## src/rtl/nibble_port_pkg.sv

```systemverilog
package nibble_port_pkg;
  localparam logic [2:0] PH_DATA = 3'b000;
  localparam logic [2:0] PH_WADR = 3'b010;
  localparam logic [2:0] PH_RADR = 3'b110;
  localparam logic [2:0] PH_END  = 3'b111;

  localparam logic [3:0] OFS_FLAGS = 4'd10;
  localparam logic [3:0] OFS_MASK  = 4'd11;
  localparam logic [3:0] OFS_CMD   = 4'd12;
  localparam logic [3:0] OFS_BUF   = 4'd14;

  typedef enum logic [1:0] {M_IDLE, M_WR, M_RD} mode_e;

  function automatic logic [2:0] phase_of(input logic [7:0] b);
    return b[7:5];
  endfunction

  function automatic logic [3:0] half_of(input logic [7:0] v, input logic hi);
    return hi ? v[7:4] : v[3:0];
  endfunction

  function automatic logic [7:0] merge_half(input logic [7:0] v, input logic hi,
                                            input logic [3:0] n);
    return hi ? {n, v[3:0]} : {v[7:4], n};
  endfunction
endpackage

```

## src/rtl/nib_decoder.sv

```systemverilog
module nib_decoder
  import nibble_port_pkg::*;
(
  input  logic       clk,
  input  logic       rst_n,
  input  logic [7:0] pd_i,
  output logic       cmt_o,
  output logic       cmt_hi_o,
  output logic [3:0] cmt_nib_o,
  output logic [3:0] addr_o,
  output logic       rd_act_o,
  output logic       rd_hi_o,
  output logic       ptr_clr_o,
  output logic       rd_done_o
);
  logic [7:0] prev_q;
  mode_e      mode_q;
  logic [3:0] addr_q;
  logic       hi_q;
  logic       new_byte;
  logic [2:0] ph;

  assign new_byte = (pd_i != prev_q);
  assign ph       = phase_of(pd_i);

  always_ff @(posedge clk) begin
    if (!rst_n) begin
      prev_q <= {PH_END, 5'd0};
      mode_q <= M_IDLE;
      addr_q <= '0;
      hi_q   <= 1'b0;
    end else if (new_byte) begin
      prev_q <= pd_i;
      case (ph)
        PH_END:  mode_q <= M_IDLE;
        PH_WADR: if (mode_q != M_WR) begin
          mode_q <= M_WR;
          addr_q <= pd_i[3:0];
        end
        PH_RADR: begin
          mode_q <= M_RD;
          addr_q <= pd_i[3:0];
          hi_q   <= pd_i[4];
        end
        default: ;
      endcase
    end
  end

  assign cmt_o     = new_byte && (ph == PH_DATA) && (mode_q == M_WR) &&
                     ((phase_of(prev_q) != PH_DATA) || (prev_q[4] != pd_i[4]));
  assign cmt_hi_o  = pd_i[4];
  assign cmt_nib_o = pd_i[3:0];
  assign addr_o    = addr_q;
  assign rd_act_o  = (mode_q == M_RD);
  assign rd_hi_o   = hi_q;
  assign ptr_clr_o = new_byte && (mode_q == M_IDLE) &&
                     ((ph == PH_WADR) || (ph == PH_RADR)) && (pd_i[3:0] == OFS_BUF);
  assign rd_done_o = new_byte && (mode_q == M_RD) && (addr_q == OFS_BUF) && hi_q;
endmodule

```

## src/rtl/nib_regfile.sv

```systemverilog
module nib_regfile
  import nibble_port_pkg::*;
#(
  parameter int NREG = 16,
  parameter int NEV  = 3
) (
  input  logic           clk,
  input  logic           rst_n,
  input  logic           cmt_i,
  input  logic           cmt_hi_i,
  input  logic [3:0]     cmt_nib_i,
  input  logic [3:0]     addr_i,
  input  logic           rd_hi_i,
  input  logic [NEV-1:0] ev_i,
  input  logic           irq_en_i,
  output logic [3:0]     rd_nib_o,
  output logic [NEV-1:0] flags_o,
  output logic           irq_o,
  output logic           tx_go_o,
  output logic           retx_go_o,
  output logic           tx_en_o,
  output logic           rx_en_o
);
  logic [7:0] rf_q [NREG];
  logic       wr_reg;

  assign wr_reg = cmt_i && (addr_i != OFS_BUF);

  always_ff @(posedge clk) begin
    if (!rst_n) begin
      for (int i = 0; i < NREG; i++) rf_q[i] <= '0;
      tx_go_o   <= 1'b0;
      retx_go_o <= 1'b0;
    end else begin
      tx_go_o   <= 1'b0;
      retx_go_o <= 1'b0;
      if (wr_reg) begin
        if (addr_i == OFS_FLAGS) begin
          if (cmt_hi_i) rf_q[OFS_FLAGS][7:4] <= rf_q[OFS_FLAGS][7:4] & ~cmt_nib_i;
          else          rf_q[OFS_FLAGS][3:0] <= rf_q[OFS_FLAGS][3:0] & ~cmt_nib_i;
        end else if (addr_i == OFS_CMD && !cmt_hi_i) begin
          tx_go_o   <= cmt_nib_i[2];
          retx_go_o <= cmt_nib_i[3];
        end else if (addr_i == OFS_CMD && cmt_nib_i[2]) begin
          for (int i = 0; i < NREG; i++) rf_q[i] <= '0;
        end else begin
          rf_q[addr_i] <= merge_half(rf_q[addr_i], cmt_hi_i, cmt_nib_i);
        end
      end
      for (int e = 0; e < NEV; e++)
        if (ev_i[e]) rf_q[OFS_FLAGS][e] <= 1'b1;
    end
  end

  assign rd_nib_o = half_of(rf_q[addr_i], rd_hi_i);
  assign flags_o  = rf_q[OFS_FLAGS][NEV-1:0];
  assign irq_o    = irq_en_i && |(rf_q[OFS_FLAGS][NEV-1:0] & rf_q[OFS_MASK][NEV-1:0]);
  assign tx_en_o  = rf_q[OFS_CMD][4];
  assign rx_en_o  = rf_q[OFS_CMD][5];
endmodule

```

## src/rtl/nib_buffer.sv

```systemverilog
module nib_buffer
  import nibble_port_pkg::*;
#(
  parameter int DEPTH = 16,
  localparam int PW = (DEPTH > 1) ? $clog2(DEPTH) : 1
) (
  input  logic          clk,
  input  logic          rst_n,
  input  logic          wr_lo_i,
  input  logic          wr_hi_i,
  input  logic [3:0]    nib_i,
  input  logic          ptr_clr_i,
  input  logic          rd_done_i,
  input  logic          rd_hi_i,
  output logic [3:0]    rd_nib_o,
  output logic [PW-1:0] ptr_o
);
  logic [7:0]    mem_q [DEPTH];
  logic [PW-1:0] ptr_q;
  logic [3:0]    lo_q;

  always_ff @(posedge clk) begin
    if (!rst_n) begin
      for (int i = 0; i < DEPTH; i++) mem_q[i] <= '0;
      ptr_q <= '0;
      lo_q  <= '0;
    end else begin
      if (wr_lo_i) lo_q <= nib_i;
      if (wr_hi_i) mem_q[ptr_q] <= {nib_i, lo_q};
      if (ptr_clr_i)                 ptr_q <= '0;
      else if (wr_hi_i || rd_done_i) ptr_q <= ptr_q + 1'b1;
    end
  end

  assign rd_nib_o = half_of(mem_q[ptr_q], rd_hi_i);
  assign ptr_o    = ptr_q;
endmodule

```

## src/rtl/nibble_port_regs.sv

```systemverilog
module nibble_port_regs
  import nibble_port_pkg::*;
#(
  parameter int NREG      = 16,
  parameter int NEV       = 3,
  parameter int BUF_DEPTH = 16,
  localparam int PW = (BUF_DEPTH > 1) ? $clog2(BUF_DEPTH) : 1
) (
  input  logic           clk,
  input  logic           rst_n,
  input  logic [7:0]     pd_i,
  input  logic           irq_en_i,
  input  logic [NEV-1:0] ev_i,
  output logic [7:3]     status_o,
  output logic           irq_o,
  output logic           tx_go_o,
  output logic           retx_go_o,
  output logic           tx_en_o,
  output logic           rx_en_o
);
  logic          cmt_w, cmt_hi_w, rd_act_w, rd_hi_w, ptr_clr_w, rd_done_w;
  logic [3:0]    cmt_nib_w, addr_w, rf_nib_w, buf_nib_w;
  logic [NEV-1:0] isr_w;
  logic [PW-1:0] ptr_w;
  logic          to_buf_w, bwr_lo_w, bwr_hi_w;
  logic [3:0]    nib_sel_w;

  nib_decoder u_dec (
    .clk(clk), .rst_n(rst_n), .pd_i(pd_i),
    .cmt_o(cmt_w), .cmt_hi_o(cmt_hi_w), .cmt_nib_o(cmt_nib_w),
    .addr_o(addr_w), .rd_act_o(rd_act_w), .rd_hi_o(rd_hi_w),
    .ptr_clr_o(ptr_clr_w), .rd_done_o(rd_done_w)
  );

  nib_regfile #(.NREG(NREG), .NEV(NEV)) u_rf (
    .clk(clk), .rst_n(rst_n), .cmt_i(cmt_w), .cmt_hi_i(cmt_hi_w),
    .cmt_nib_i(cmt_nib_w), .addr_i(addr_w), .rd_hi_i(rd_hi_w),
    .ev_i(ev_i), .irq_en_i(irq_en_i), .rd_nib_o(rf_nib_w), .flags_o(isr_w),
    .irq_o(irq_o), .tx_go_o(tx_go_o), .retx_go_o(retx_go_o),
    .tx_en_o(tx_en_o), .rx_en_o(rx_en_o)
  );

  assign to_buf_w = (addr_w == OFS_BUF);
  assign bwr_lo_w = cmt_w && to_buf_w && !cmt_hi_w;
  assign bwr_hi_w = cmt_w && to_buf_w && cmt_hi_w;

  nib_buffer #(.DEPTH(BUF_DEPTH)) u_buf (
    .clk(clk), .rst_n(rst_n), .wr_lo_i(bwr_lo_w), .wr_hi_i(bwr_hi_w),
    .nib_i(cmt_nib_w), .ptr_clr_i(ptr_clr_w), .rd_done_i(rd_done_w),
    .rd_hi_i(rd_hi_w), .rd_nib_o(buf_nib_w), .ptr_o(ptr_w)
  );

  assign nib_sel_w = !rd_act_w ? 4'h0 : (to_buf_w ? buf_nib_w : rf_nib_w);
  assign status_o  = {irq_o, nib_sel_w};
endmodule

```

## config.mk

```make
export PLATFORM = sky130hd
export DESIGN_NAME = nibble_port_regs
export DESIGN_NICKNAME = d
export VERILOG_FILES = /design/src/rtl/nibble_port_pkg.sv /design/src/rtl/nib_decoder.sv /design/src/rtl/nib_regfile.sv /design/src/rtl/nib_buffer.sv /design/src/rtl/nibble_port_regs.sv
export SDC_FILE = /design/constraint.sdc
export NUM_CORES = 1
export LEC_CHECK = 0
export ABC_AREA = 1
export CAP_MARGIN = 15
export CORE_ASPECT_RATIO = 2
export CORE_MARGIN = 2
export CORE_UTILIZATION = 30
export DETAILED_ROUTE_END_ITERATION = 10
export GPL_TIMING_DRIVEN = 1
export PLACE_DENSITY_LB_ADDON = 0.2
export SYNTH_ARGS = -nofsm -noshare
export SYNTH_HDL_FRONTEND = slang
export SYNTH_SLANG_ARGS = --single-unit
```

## constraint.sdc

```tcl
create_clock -name clk -period 3.4 [get_ports clk]
set_clock_uncertainty 0.15 [all_clocks]
set_input_delay 1.02 -clock clk [delete_from_list [all_inputs] [get_ports clk]]
set_output_delay 1.02 -clock clk [all_outputs]
set_load 0.01 [all_outputs]
```

After elaboration in Yosys (flattened, before gate mapping)
Memories as Yosys holds them, arrays and structs flattened. A register that Yosys moved wholly into a read port is not among the register bits.
Cells that the tools add are included.
{"block": "word_totals", "register_bits": 25, "elab_cells": 163, "mem_bits_ro": 0, "ram_bits": 256, "inputBits": 14, "latchBits": 0, "n_memories": 2, "out_inout_bits": 10}
{"name": "u_buf.mem_q", "depth": 16, "width": 8, "read_ports": 1, "rd_clocked_by_memory_dff": 1, "write_ports": 16, "line": "nib_buffer.sv:18", "source": "logic [7:0] mem_q [DEPTH];"}
{"name": "u_rf.rf_q", "depth": 16, "width": 8, "read_ports": 4, "rd_clocked_by_memory_dff": 1, "write_ports": 16, "line": "nib_regfile.sv:24", "source": "logic [7:0] rf_q [NREG];"}
{"block": "classes", "n_shift": 0, "bitwise": 29, "div_mod_pow": 0, "order_cmp": 0, "eq_ne": 14, "reduce_logical": 33, "addsub": 1, "mux": 76, "multipliers": 0}
{"op": "2-to-1 mux 8 bit", "n": 18}
{"op": "2-to-1 mux 4 bit", "n": 15}
{"op": "2-to-1 mux 1 bit", "n": 40}
{"op": "bitwise OR 1 bit", "n": 22}
{"op": "== test 4 bit (second input constant)", "n": 4}
{"op": "logical AND 1 bit", "n": 16}
{"op": "OR reduction 8 bit", "n": 2}
{"op": "bitwise AND 4 bit", "n": 2}
{"op": "inequality test 8 bit", "n": 1}
{"op": "one-hot mux 4 bit (2 select lines)", "n": 1}
{"op": "== test 3 bit (second input constant)", "n": 2}
{"op": "one-hot mux 2 bit (3 select lines)", "n": 1}
{"op": "AND reduction 3 bit", "n": 2}
{"op": "nonzero test 3 bit", "n": 2}
{"op": "adder 4 x 1 -> 4 bit (second input constant)", "n": 1}
{"op": "inequality test 2 x 1 -> 1 bit (second input constant)", "n": 2}
{"op": "inequality test 4 bit (second input constant)", "n": 1}
{"op": "inverter 4 bit", "n": 1}
{"op": "OR reduction 4 bit", "n": 1}
{"op": "bitwise AND 3 bit", "n": 1}
{"op": "== test 3 x 2 -> 1 bit (second input constant)", "n": 1}
{"op": "logical NOT 3 bit", "n": 1}
{"op": "logical OR 1 bit", "n": 3}
{"op": "inverter 1 bit", "n": 3}
{"op": "other kinds (10)", "n": 10}

Logic depth before layout (Yosys ltp)
Gate-level depths: netlist of the first run.
{"block": "logic_depth", "ltp_word": 11, "depth_mapped": 13, "depth_no_buf": 11}

Cells and area by module
Synthesis of the first run repeated with hierarchy kept, for this count alone.
{"block": "unflattened", "cells_unflattened": 1570, "hier_area_um2": 13797.0}
{"mod": "nib_buffer", "cells_each": 669, "n_inst": 1, "seq_area_each_um2": 4083.9, "area_per_inst_um2": 6432.4}
{"mod": "nib_regfile", "cells_each": 762, "n_inst": 1, "seq_area_each_um2": 3883.7, "area_per_inst_um2": 6431.2}
{"mod": "nib_decoder", "cells_each": 107, "n_inst": 1, "seq_area_each_um2": 300.3, "area_per_inst_um2": 792.0}
{"mod": "nibble_port_regs", "cells_each": 32, "n_inst": 1, "seq_area_each_um2": 0.0, "area_per_inst_um2": 141.4}

Worst setup path after synthesis of the first run
Ideal clock, no wire load.
{"block": "synth_timing", "path_type": "input -> register", "start": "in pd_i[2]", "end": "mem u_rf.rf_q[0][0], enable pin", "stages": 9, "setup_slack_ps": 280, "t_required_ps": 2921, "path_buffers": 3, "setup_time_ps": 329, "t_arrival_ps": 2641, "path_cell_list": "buf_2 inv_1 clkbuf_1 nor3_1 nand3_1 nand2_1 clkinv_1 clkbuf_1 nand2_1"}
{"item": "start, declared", "line": "nibble_port_regs.sv:11", "source": "input logic [7:0] pd_i,"}
{"item": "end, declared", "line": "nib_regfile.sv:24"}

==> reports/summary.txt, run 1 <==
Worst Path Required: 2230 ps
Met2 wire length: 25680 um
Slew margin rel.: 34.27%
Avg Cell Area, Syn: 9.306 um^2
Sw frac: 24.42%
Synthesis-stage register bit count: 289
Die area: 47020 um^2
Clk buf depth: 3
FMAX: 287.4 MHz
Delay-heaviest family, CP: simple AND/OR/NAND/NOR gates
Fin. Hold Viols: 0
Root Buffer Master: clkbuf_16
DP Area: 15630 um^2
WP depth: 11
Die Ht: 304.7 um
Tmin final: 3479 ps
Crit path capture type: primary output
Most frequent cells in the layout: nand2_1, edfxtp_1, nor2_1
Global route overflow: 0
H-tree levels: 1
TritonCTS clock tree: built
Starting Density: 30.22%
R2r setup slk: 920 ps
Synth Warn #: 0
CP max FO: 8
# DRC: 0
CP cell instances: buf_12, buf_16, o211ai_1, nand3_1, nand3_1, nand2_2, nand2_1, nand2_1, nor2_2, nor2_1, buf_2
Reg2reg path depth: 11
Static leakage: 6.736 nW
Clock power frac: 37.3%
Largest net degree at the start of global routing: 33
Nets: 1611
Leading cell type in the layout, fill and taps excluded: nand2_1
Reg area: 8356 um^2
Setup Crit Path Kind: reg -> out
Drt via density: 4.824
Max VDD drop: 0.2642 mV
Final wirelength: 44370 um
NetSw: 1.903 mW
Startpoint types: register
Vias in the first global route: 11030
Final ANT Viol Nets: 0
DR top layer: met4
Slowest library cell on the worst path: dfxtp_4
Post-synthesis sequential area ratio: 61.57%
Met1 wire length: 13630 um
Logic pwr share: 10.8%
Most area-consuming cells after synthesis: edfxtp_1, nand2_1, nor2_1, nand3_1, dfxtp_1
Top-area cell type share of the netlist area: 56.69%
Die Width: 154.3 um
Worst Hold Class: reg -> reg
Cell Rows: 110
Flop pwr share: 51.9%
CTS Buf Count: 26
Drt wl/cell: 20.45 um
Total GRT Usage: 18.74%
Met3 WL: 1419 um
Port Buf Inserts: 23
Unrepaired setup endpoints after global routing: yes
Filler cells: 4401
Crit-path max cell delay: 380 ps
Hpwl dp: 30830 um
Cells after synthesis: 1457
WP buf/inv: 3
Final Cell Area: 17360 um^2
Fraction of layout instances using a drive strength above 1: 23.23%
Pint: 5.891 mW
Slew @ Worst Pin: 979.9 ps
Core area: 44870 um^2
# setup viols final: 4
I/O pin count: 24
Fin Hold WS: 370.1 ps
DR iter-0 viols: 485
Sink Count: 289
Area growth, synth to finish: 28.05%
Hold Path End: u_dec.mode_q[1]
Routability cong.: 0.9099
Setup TNS: -187.5 ps
Cell taking the most area after synthesis: edfxtp_1
Area of the multi-input gates: 5046 um^2
Hold depth: 2
Distinct cell type count after synthesis: 31
Hold_sp: u_dec.mode_q[1]
N_diodes: 0
Routed vias: 10470
Clock Latency Late Sink: 570 ps
Outcome: finished, violations left
Failing checks: negative setup slack
Synthesized area: 13560 um^2
Pre-CTS setup slack: -115.0 ps
Critical path arrival: 2310 ps
Clock slew at reported path FFs: 70 ps
First-pass GRT wire length: 65340 um
Max-cap violation count: 0
First-pass DRT Iterations: 7
Tcrit/Tclk final: 102.3%
Antenna violations before repair: 0
Final Worst Setup Slack: -79.24 ps
Reg-to-Reg End: u_rf.rf_q[0][7]
Total power per unit cell area: 448.9 nW/um^2
CTS Hold Bufs: 0
Final Max Tran Viols: 0
==> layer usage <==
layer	global-route usage, %	up-vias
met5	0	-
met4	13.52	0
met3	1.792	137
met2	38.28	269
met1	16.34	4965
li1	-	5096
==> synth_stat cells, drive strengths merged <==
library cell / n
xnor2: 8
edfxtp: 256
nor3: 12
or2: 1
nor2: 310
clkinv: 9
conb: 1
inv: 73
a21oi: 16
buf: 26
o211ai: 20
o21ai: 41
o31ai: 1
nand4: 3
ha: 4
nor4: 1
a211oi: 2
and3: 1
nand3: 196
dfxtp: 33
xor2: 1
nand2: 387
clkbuf: 55
==> power by group through the flow <==
stage	combinational [mW]	sequential (mW)	clock, mW
4_1_cts	0.816	4.05	2.97
2_1_floorplan	0.367	4.10	0
3_3_place_gp	0.752	4.12	0
5_1_grt	0.895	4.06	3.09
3_5_place_dp	0.754	4.12	0
6_report	0.839	4.05	2.91
==> cells by family after synthesis <==
| group | Yosys count | synth area share (%) |
|---|---|---|
| and+or+nand+nor | 911 | 29.22 |
| DFF | 289 | 61.57 |
| buffers and inverters | 163 | 4.854 |
| AOI/OAI and AO/OA | 80 | 3.377 |
| xor gates and xnor gates | 9 | 0.5814 |
| adders and majority gates | 4 | 0.3691 |
| other | 1 | 0.02766 |
==> registers in the layout (all words and copies together) (netlist names), 2 cells and up, named ones only <==
register	count
u_buf.lo_q	4
u_dec.addr_o	4
u_dec.mode_q	2
u_buf.ptr_o	4
u_rf.rf_q	128
u_buf.mem_q	128
u_dec.prev_q	8
==> through the flow <==
step	cells	utilization, %	power (mW)
2_1_floorplan	1465	-	4.468
3_3_place_gp	2100	34.84	4.873
3_5_place_dp	2100	34.84	4.878
4_1_cts	2161	37.80	7.835
5_1_grt	2170	38.70	8.044
6_report	2170	38.70	7.794
==> worst max-delay path by stage <==
stage	startpoint	endpoint
2_1_floorplan	pd_i[2]	u_rf.rf_q[0][0]
3_3_place_gp	pd_i[7]	u_buf.mem_q[14][6]
3_5_place_dp	pd_i[7]	u_buf.mem_q[14][3]
4_1_cts	register	status_o[3]
5_1_grt	register	status_o[5]
6_report	register	status_o[6]
==> area by class of cell <==
type,count,share of cell area [%]
Multi-Input combinational cell,1013,29.06
Tap cell,560,4.035
Timing Repair Buffer,181,12.26
Clock buffer,32,3.999
Inverter,82,1.866
Sequential cell,289,48.12
Clock inverter,13,0.6486
==> worst register-to-register path: cells and delay by family (launching register included) <==
family | cells | cell delay [ps]
flops | 1 | 380
buf+inv | 5 | 860
simple gates | 4 | 390
compound gates | 2 | 440
==> what timing repair did <==
| item | CTS | global route |
|---|---|---|
| resized for setup | 74 | 76 |
| cloned | 8 | 3 |
| setup buffers | 8 | 8 |
| pin swaps | 24 | 41 |
| setup endpoints to repair | 4 | 4 |
| hold endpoints to repair | 0 | 0 |
Power figures use the tool's default switching activity.
==> run 2: changes to the inputs <==
- CAP_MARGIN: 15 -> 10
- clock period: 3.4 -> 3.25 ns (I/O delays scaled with it)
==> run 2 against run 1 <==
Against the previous run:
- the flow still finishes with violations (negative setup slack)
- clock-buffer cell count decreased by 1
- via count decreased by 0.61%
- cell area decreased by 1.3%
- die area unchanged
- clock power increased by 9.3%
- routed wire length decreased by 3.0%
- power increased by 7.1%
- largest cell class unchanged
==> reports/summary.txt, run 2 (synthesis gave the netlist of run 1 again) <==
Hpwl dp: 31110 um (+0.90%)
Final Max Tran Viols: 0 (unchanged)
Critical path arrival: 2360 ps (+50 ps)
Final Worst Setup Slack: -238.3 ps (-159.0 ps)
Worst Hold Class: reg -> reg
Die Ht: 304.7 um (unchanged)
H-tree levels: 1 (unchanged)
Nets: 1625 (+0.87%)
Clock power frac: 38.1% (+0.8 points)
Logic pwr share: 11.3% (+0.5 points)
Global route overflow: 0 (unchanged)
# DRC: 0 (unchanged)
Most used routing layer: met2
Final ANT Viol Nets: 0 (unchanged)
Vias in the first global route: 10920 (-1.0%)
FMAX: 286.7 MHz
CTS Buf Count: 26 (unchanged)
Final wirelength: 43050 um (-3.0%)
Drt via density: 4.761 (-1.3%)
Slew @ Worst Pin: 937.1 ps (-42.80 ps)
Static leakage: 6.702 nW (-0.50%)
I/O pin count: 24 (unchanged)
CP cell instances: buf_12, buf_16, o211ai_1, nand3_1, nand3_2, nand2_2, nand2_1, nand2_1, nor2_2, nor2_2, buf_6
Reg2reg path depth: 20 (+9)
Startpoint types: register
M1 GR Usage: 16.41% (+0.076 points)
Crit path capture type: primary output
Setup TNS: -1850 ps (-1662 ps)
Starting Density: 30.22% (unchanged)
Fin Hold WS: 335.2 ps (-34.87 ps)
Largest net degree at the start of global routing: 33 (unchanged)
Clock Latency Late Sink: 560 ps (about the same)
DR iter-0 viols: 574 (+18%)
NetSw: 2.038 mW (+7.1%)
Clk buf depth: 3 (unchanged)
Most frequent cells in the layout: nand2_1, edfxtp_1, nor2_1
Die Width: 154.3 um (unchanged)
Pint: 6.310 mW (+7.1%)
Hold depth: 2 (unchanged)
Max VDD drop: 0.3182 mV (+20%)
Fin. Hold Viols: 0 (unchanged)
Tcrit/Tclk final: 107.3%
Core area: 44870 um^2 (unchanged)
First-pass GRT wire length: 64620 um (-1.1%)
Fraction of layout instances using a drive strength above 1: 20.25% (-3.0 points)
Outcome: finished, violations left
Pre-CTS setup slack: -192.4 ps (-77.39 ps)
Area growth, synth to finish: 26.40%
Cell Rows: 110 (unchanged)
Filler cells: 4506 (+2.4%)
Root Buffer Master: clkbuf_16
Slowest library cell on the worst path: dfxtp_4
TritonCTS clock tree: built
Top Registers: u_buf.mem_q x128, u_rf.rf_q x128, u_dec.prev_q x8
Met3 Track Usage GR: 1.592% (-0.20 points)
Tmin final: 3488 ps
# setup viols final: 18 (+14)
Sink Count: 289 (unchanged)
N_diodes: 0 (unchanged)
Routed vias: 10400 (-0.61%)
Max-cap violation count: 0 (unchanged)
Crit-path max cell delay: 400 ps (+20 ps)
Unrepaired setup endpoints after global routing: yes
Total power per unit cell area: 487.1 nW/um^2 (+8.5%)
Routability cong.: 0.8759 (-3.7%)
Slew margin rel.: 37.14% (+2.9 points)
Sw frac: 24.42% (about the same)
Die area: 47020 um^2 (unchanged)
CP max FO: 6 (-2)
Drt wl/cell: 19.70 um (-3.6%)
Failing checks: negative setup slack
Worst Path Required: 2120 ps (-110 ps)
First-pass DRT Iterations: 5 (-2)
Port Buf Inserts: 23 (unchanged)
Flop pwr share: 50.7% (-1.2 points)
Total GRT Usage: 18.50% (-0.24 points)
Leading cell type in the layout, fill and taps excluded: nand2_1
Antenna violations before repair: 0 (unchanged)
Clock slew at reported path FFs: 70 ps (about the same)
Area of the multi-input gates: 4762 um^2 (-5.6%)
GR Layer Usage met2: 38.67% (+0.39 points)
Reg area: 8353 um^2 (about the same)
Setup Crit Path Kind: reg -> out
-- run 2: cell types whose count changed in the layout (fill, tap and decap cells not counted), moves of 3 or more --
cell | before | now
buf_12 | 44 | 38
clkbuf_16 | 30 | 27
buf_4 | 104 | 123
o21ai_1 | 13 | 10
clkinv_1 | 14 | 11
nand3_2 | 64 | 23
nand2_1 | 359 | 381
inv_6 | 0 | 3
nand2_2 | 26 | 5
nand3_1 | 119 | 162
buf_6 | 2 | 6
-- run 2: metrics by stage --
| step | util, % | area, um^2 | total power [mW] | cells |
|---|---|---|---|---|
| final | 38.20 | 17140 | 8.349 | 2185 |
| after global routing | 38.20 | 17140 | 8.620 | 2185 |
| after CTS | 38.09 | 17090 | 8.413 | 2185 |
| after detailed placement | 34.99 | 15700 | 5.108 | 2114 |
| after global placement | 34.99 | 15700 | 5.101 | 2114 |
| after floorplan | - | 13590 | 4.673 | 1465 |
-- run 2: worst paths after layout --
kind | end | slack, ps | start
worst max-delay path | status_o[6] | -240 | register
worst min-delay path | u_dec.mode_q[1] | 340 | u_dec.mode_q[1]
worst max register to register | u_rf.rf_q[9][4] | -80 | register
worst min register to register | u_dec.mode_q[1] | 340 | u_dec.mode_q[1]
-- run 2: area by class of cell --
type                    instances  share of cell area (%)
clock inverters                15                  0.9563
multi-input cells            1013                   27.79
flip-flops and latches        289                   48.74
repair buffers                195                   12.57
well taps                     560                   4.088
inverters                      82                   1.832
clock buffers                  31                   4.030
-- run 2: worst max-delay path, delay by kind of cell (launching register included) --
kind | cells | cell delay, ps
AO/OA/AOI/OAI | 1 | 350
buffers and inverters | 3 | 420
flip-flops | 1 | 400
AND/OR/NAND/NOR | 7 | 620
-- run 2: timing repair --
item / 4_1_cts / 5_1_grt
hold buffers: 0 / 0
cloned: 6 / 0
gates resized for setup: 68 / 17
pin swaps: 27 / 17
setup endpoints to repair: 4 / 18
buffers inserted: 19 / 1
-- run 2: power by group through the flow --
stage / sequential, mW / clock, mW / combinational [mW]
floorplan: 4.29 / 0 / 0.383
global placement: 4.31 / 0 / 0.793
detailed placement: 4.31 / 0 / 0.796
CTS: 4.23 / 3.25 / 0.930
global route: 4.24 / 3.38 / 1.00
finish: 4.23 / 3.18 / 0.940
-- run 2: routing by layer --
metal,wire length [um],share of wire (%)
met1,13560,31
met2,25560,59
met3,1098,2.6
met4,2830,6.6
met5,0,0
==> run 3: changes to the inputs <==
- CORE_UTILIZATION: 30 -> 63
- CTS_CLUSTER_SIZE: default -> 40
- clock period: 3.25 -> 3.4 ns (I/O delays scaled with it)
==> run 3 against run 2 <==
Against the previous run:
- the run still ends with negative setup slack left
- sequential power is 4% lower
- combinational power down 29%
- clock-buffer cell count fell by 1
- die area shrank 52%
- worst setup slack improved by 78 ps
- critical path depth grew 3
- flip-flop and latch count stayed put
- largest cell class unchanged
==> reports/summary.txt, run 3 (synthesis gave the netlist of run 1 again) <==
Outcome: finished, violations left
Failing checks: negative setup slack
Routed vias: 11110 (+6.8%)
CTS Hold Bufs: 0 (unchanged)
Clk buf depth: 3 (unchanged)
DR iter-0 viols: 1221 (+110%)
Final Cell Area: 16290 um^2 (-5.0%)
Die Width: 107.7 um (-30%)
Drt wl/cell: 20.88 um (+6.0%)
Vias in the first global route: 10950 (+0.30%)
Top Registers: u_buf.mem_q x128, u_rf.rf_q x128, u_dec.prev_q x8
First-pass GRT wire length: 57500 um (-11%)
Largest net degree at the start of global routing: 41 (+24%)
N_diodes: 0 (unchanged)
I/O pin count: 24 (unchanged)
Total GRT Usage: 33.36% (+15 points)
Clock Latency Late Sink: 540 ps (-20 ps)
Leading cell type in the layout, fill and taps excluded: nand2_1
Cell Rows: 76 (-31%)
Slew @ Worst Pin: 917.1 ps (-20.01 ps)
Core area: 21300 um^2 (-53%)
Filler cells: 1404 (-69%)
Die area: 22780 um^2 (-52%)
CTS Buf Count: 24 (-7.7%)
CP max FO: 6 (unchanged)
FMAX: 280.9 MHz
Setup Crit Path Kind: reg -> out
Die Ht: 211.5 um (-31%)
First-pass DRT Iterations: 6 (+1)
Antenna violations before repair: 0 (unchanged)
Final ANT Viol Nets: 0 (unchanged)
Worst Path Required: 2230 ps (+110 ps)
# setup viols final: 4 (-14)
Routability cong.: 0.9520 (+8.7%)
Tmin final: 3560 ps
Critical path arrival: 2390 ps (+30 ps)
Port Buf Inserts: 23 (unchanged)
Static leakage: 6.368 nW (-5.0%)
DP Area: 14580 um^2 (-7.1%)
Slew margin rel.: 38.48% (+1.3 points)
TritonCTS clock tree: built
Area growth, synth to finish: 20.13%
Crit path capture type: primary output
Nets: 1556 (-4.2%)
Max-cap violation count: 0 (unchanged)
# DRC: 0 (unchanged)
Final wirelength: 38200 um (-11%)
Fin. Hold Viols: 0 (unchanged)
Root Buffer Master: clkbuf_16
Final Worst Setup Slack: -160.1 ps (+78.19 ps)
H-tree levels: 1 (unchanged)
Global route overflow: 0 (unchanged)
Starting Density: 63.66% (+33 points)
Unrepaired setup endpoints after global routing: yes
Max VDD drop: 0.4874 mV (+53%)
Hpwl dp: 23380 um (-25%)
Fraction of layout instances using a drive strength above 1: 20.24% (about the same)
Final Max Tran Viols: 0 (unchanged)
Sink Count: 289 (unchanged)
Startpoint types: register
Pre-CTS setup slack: -47.35 ps (+145.0 ps)
Clock slew at reported path FFs: 70 ps (about the same)
Total power per unit cell area: 477.5 nW/um^2 (-2.0%)
Worst Hold Class: reg -> reg
Tcrit/Tclk final: 104.7%
Drt via density: 6.075 (+28%)
Most frequent cells in the layout: nand2_1, edfxtp_1, nor2_1
[run 3: cell types whose count changed in the layout (fill, tap and decap cells not counted), moves of 3 or more]
cell        previous run  this run
buf_6                  6        11
a21oi_2                4         0
nand3_2               23        69
a21oi_1               12        16
buf_4                123        70
nand2_1              381       365
buf_16                 5         9
buf_12                38        12
nand3_1              162       116
clkinvlp_4             3         0
nand2_2                5        22
[run 3: what timing repair did]
| item | CTS | global route |
|---|---|---|
| pin swaps | 23 | 39 |
| endpoints found under the setup margin | 4 | 4 |
| gates cloned | 11 | 2 |
| setup buffers | 11 | 0 |
| resized for setup | 83 | 66 |
[run 3: cell type report]
class	instances	area [um^2]	area share, %
well taps	273	341.6	2.097
clock buffers	30	664.4	4.079
flip-flops and latches	289	8357	51.31
repair buffers	128	1413	8.673
inverters	82	317.8	1.951
multi-input cells	1013	4996	30.67
clock inverters	14	198.9	1.221
[run 3: final timing paths]
check | from | endpoint | slack [ps] | cells past startpoint
worst max-delay path | register | status_o[4] | -160 | 14
worst min-delay path | u_dec.mode_q[1] | u_dec.mode_q[1] | 350 | 2
worst min register to register | u_dec.mode_q[1] | u_dec.mode_q[1] | 350 | 2
worst max register to register | u_dec.addr_o[2] | u_rf.rf_q[15][6] | 810 | 9
[run 3: critical path, stage by stage (launching register included)]
cell,delay [ps]
dfxtp_4,410
inv_8,120
buf_8,150
clkbuf_16,150
nand2_1,50
nand3_1,80
nand3_1,120
nand2_1,110
nand2_1,70
nand3_2,100
nand2_2,80
nand2_1,70
nand2_1,70
nor2_2,130
buf_2,150
[run 3: power breakdown]
part | internal [mW] | switching [mW]
Clock | 1.77 | 1.28
Combinational | 0.214 | 0.454
Sequential | 3.99 | 0.0663
[run 3: metal layers]
| layer | routed length, um | up-vias | GRT usage [%] |
|---|---|---|---|
| met1 | 13700 | 5207 | 43.25 |
| met4 | 1901 | 0 | 16.93 |
| met2 | 18690 | 754 | 54.33 |
| met3 | 3898 | 159 | 5.111 |
| li1 | - | 4992 | - |
| met5 | 0 | - | 0 |
[run 3: per-stage QoR]
step | cells | power, mW | setup TNS [ps] | utilization [%] | hold slack, ps
2_1_floorplan | 1465 | 4.468 | 0 | - | 300.5
6_report | 1829 | 7.777 | -428.1 | 76.47 | 354.9
3_5_place_dp | 1764 | 4.736 | -1200 | 68.46 | 337.1
4_1_cts | 1830 | 7.729 | -162.2 | 75.23 | 346.9
5_1_grt | 1829 | 7.937 | -736.5 | 76.47 | 403.5
3_3_place_gp | 1764 | 4.717 | 0 | 68.46 | 320.9
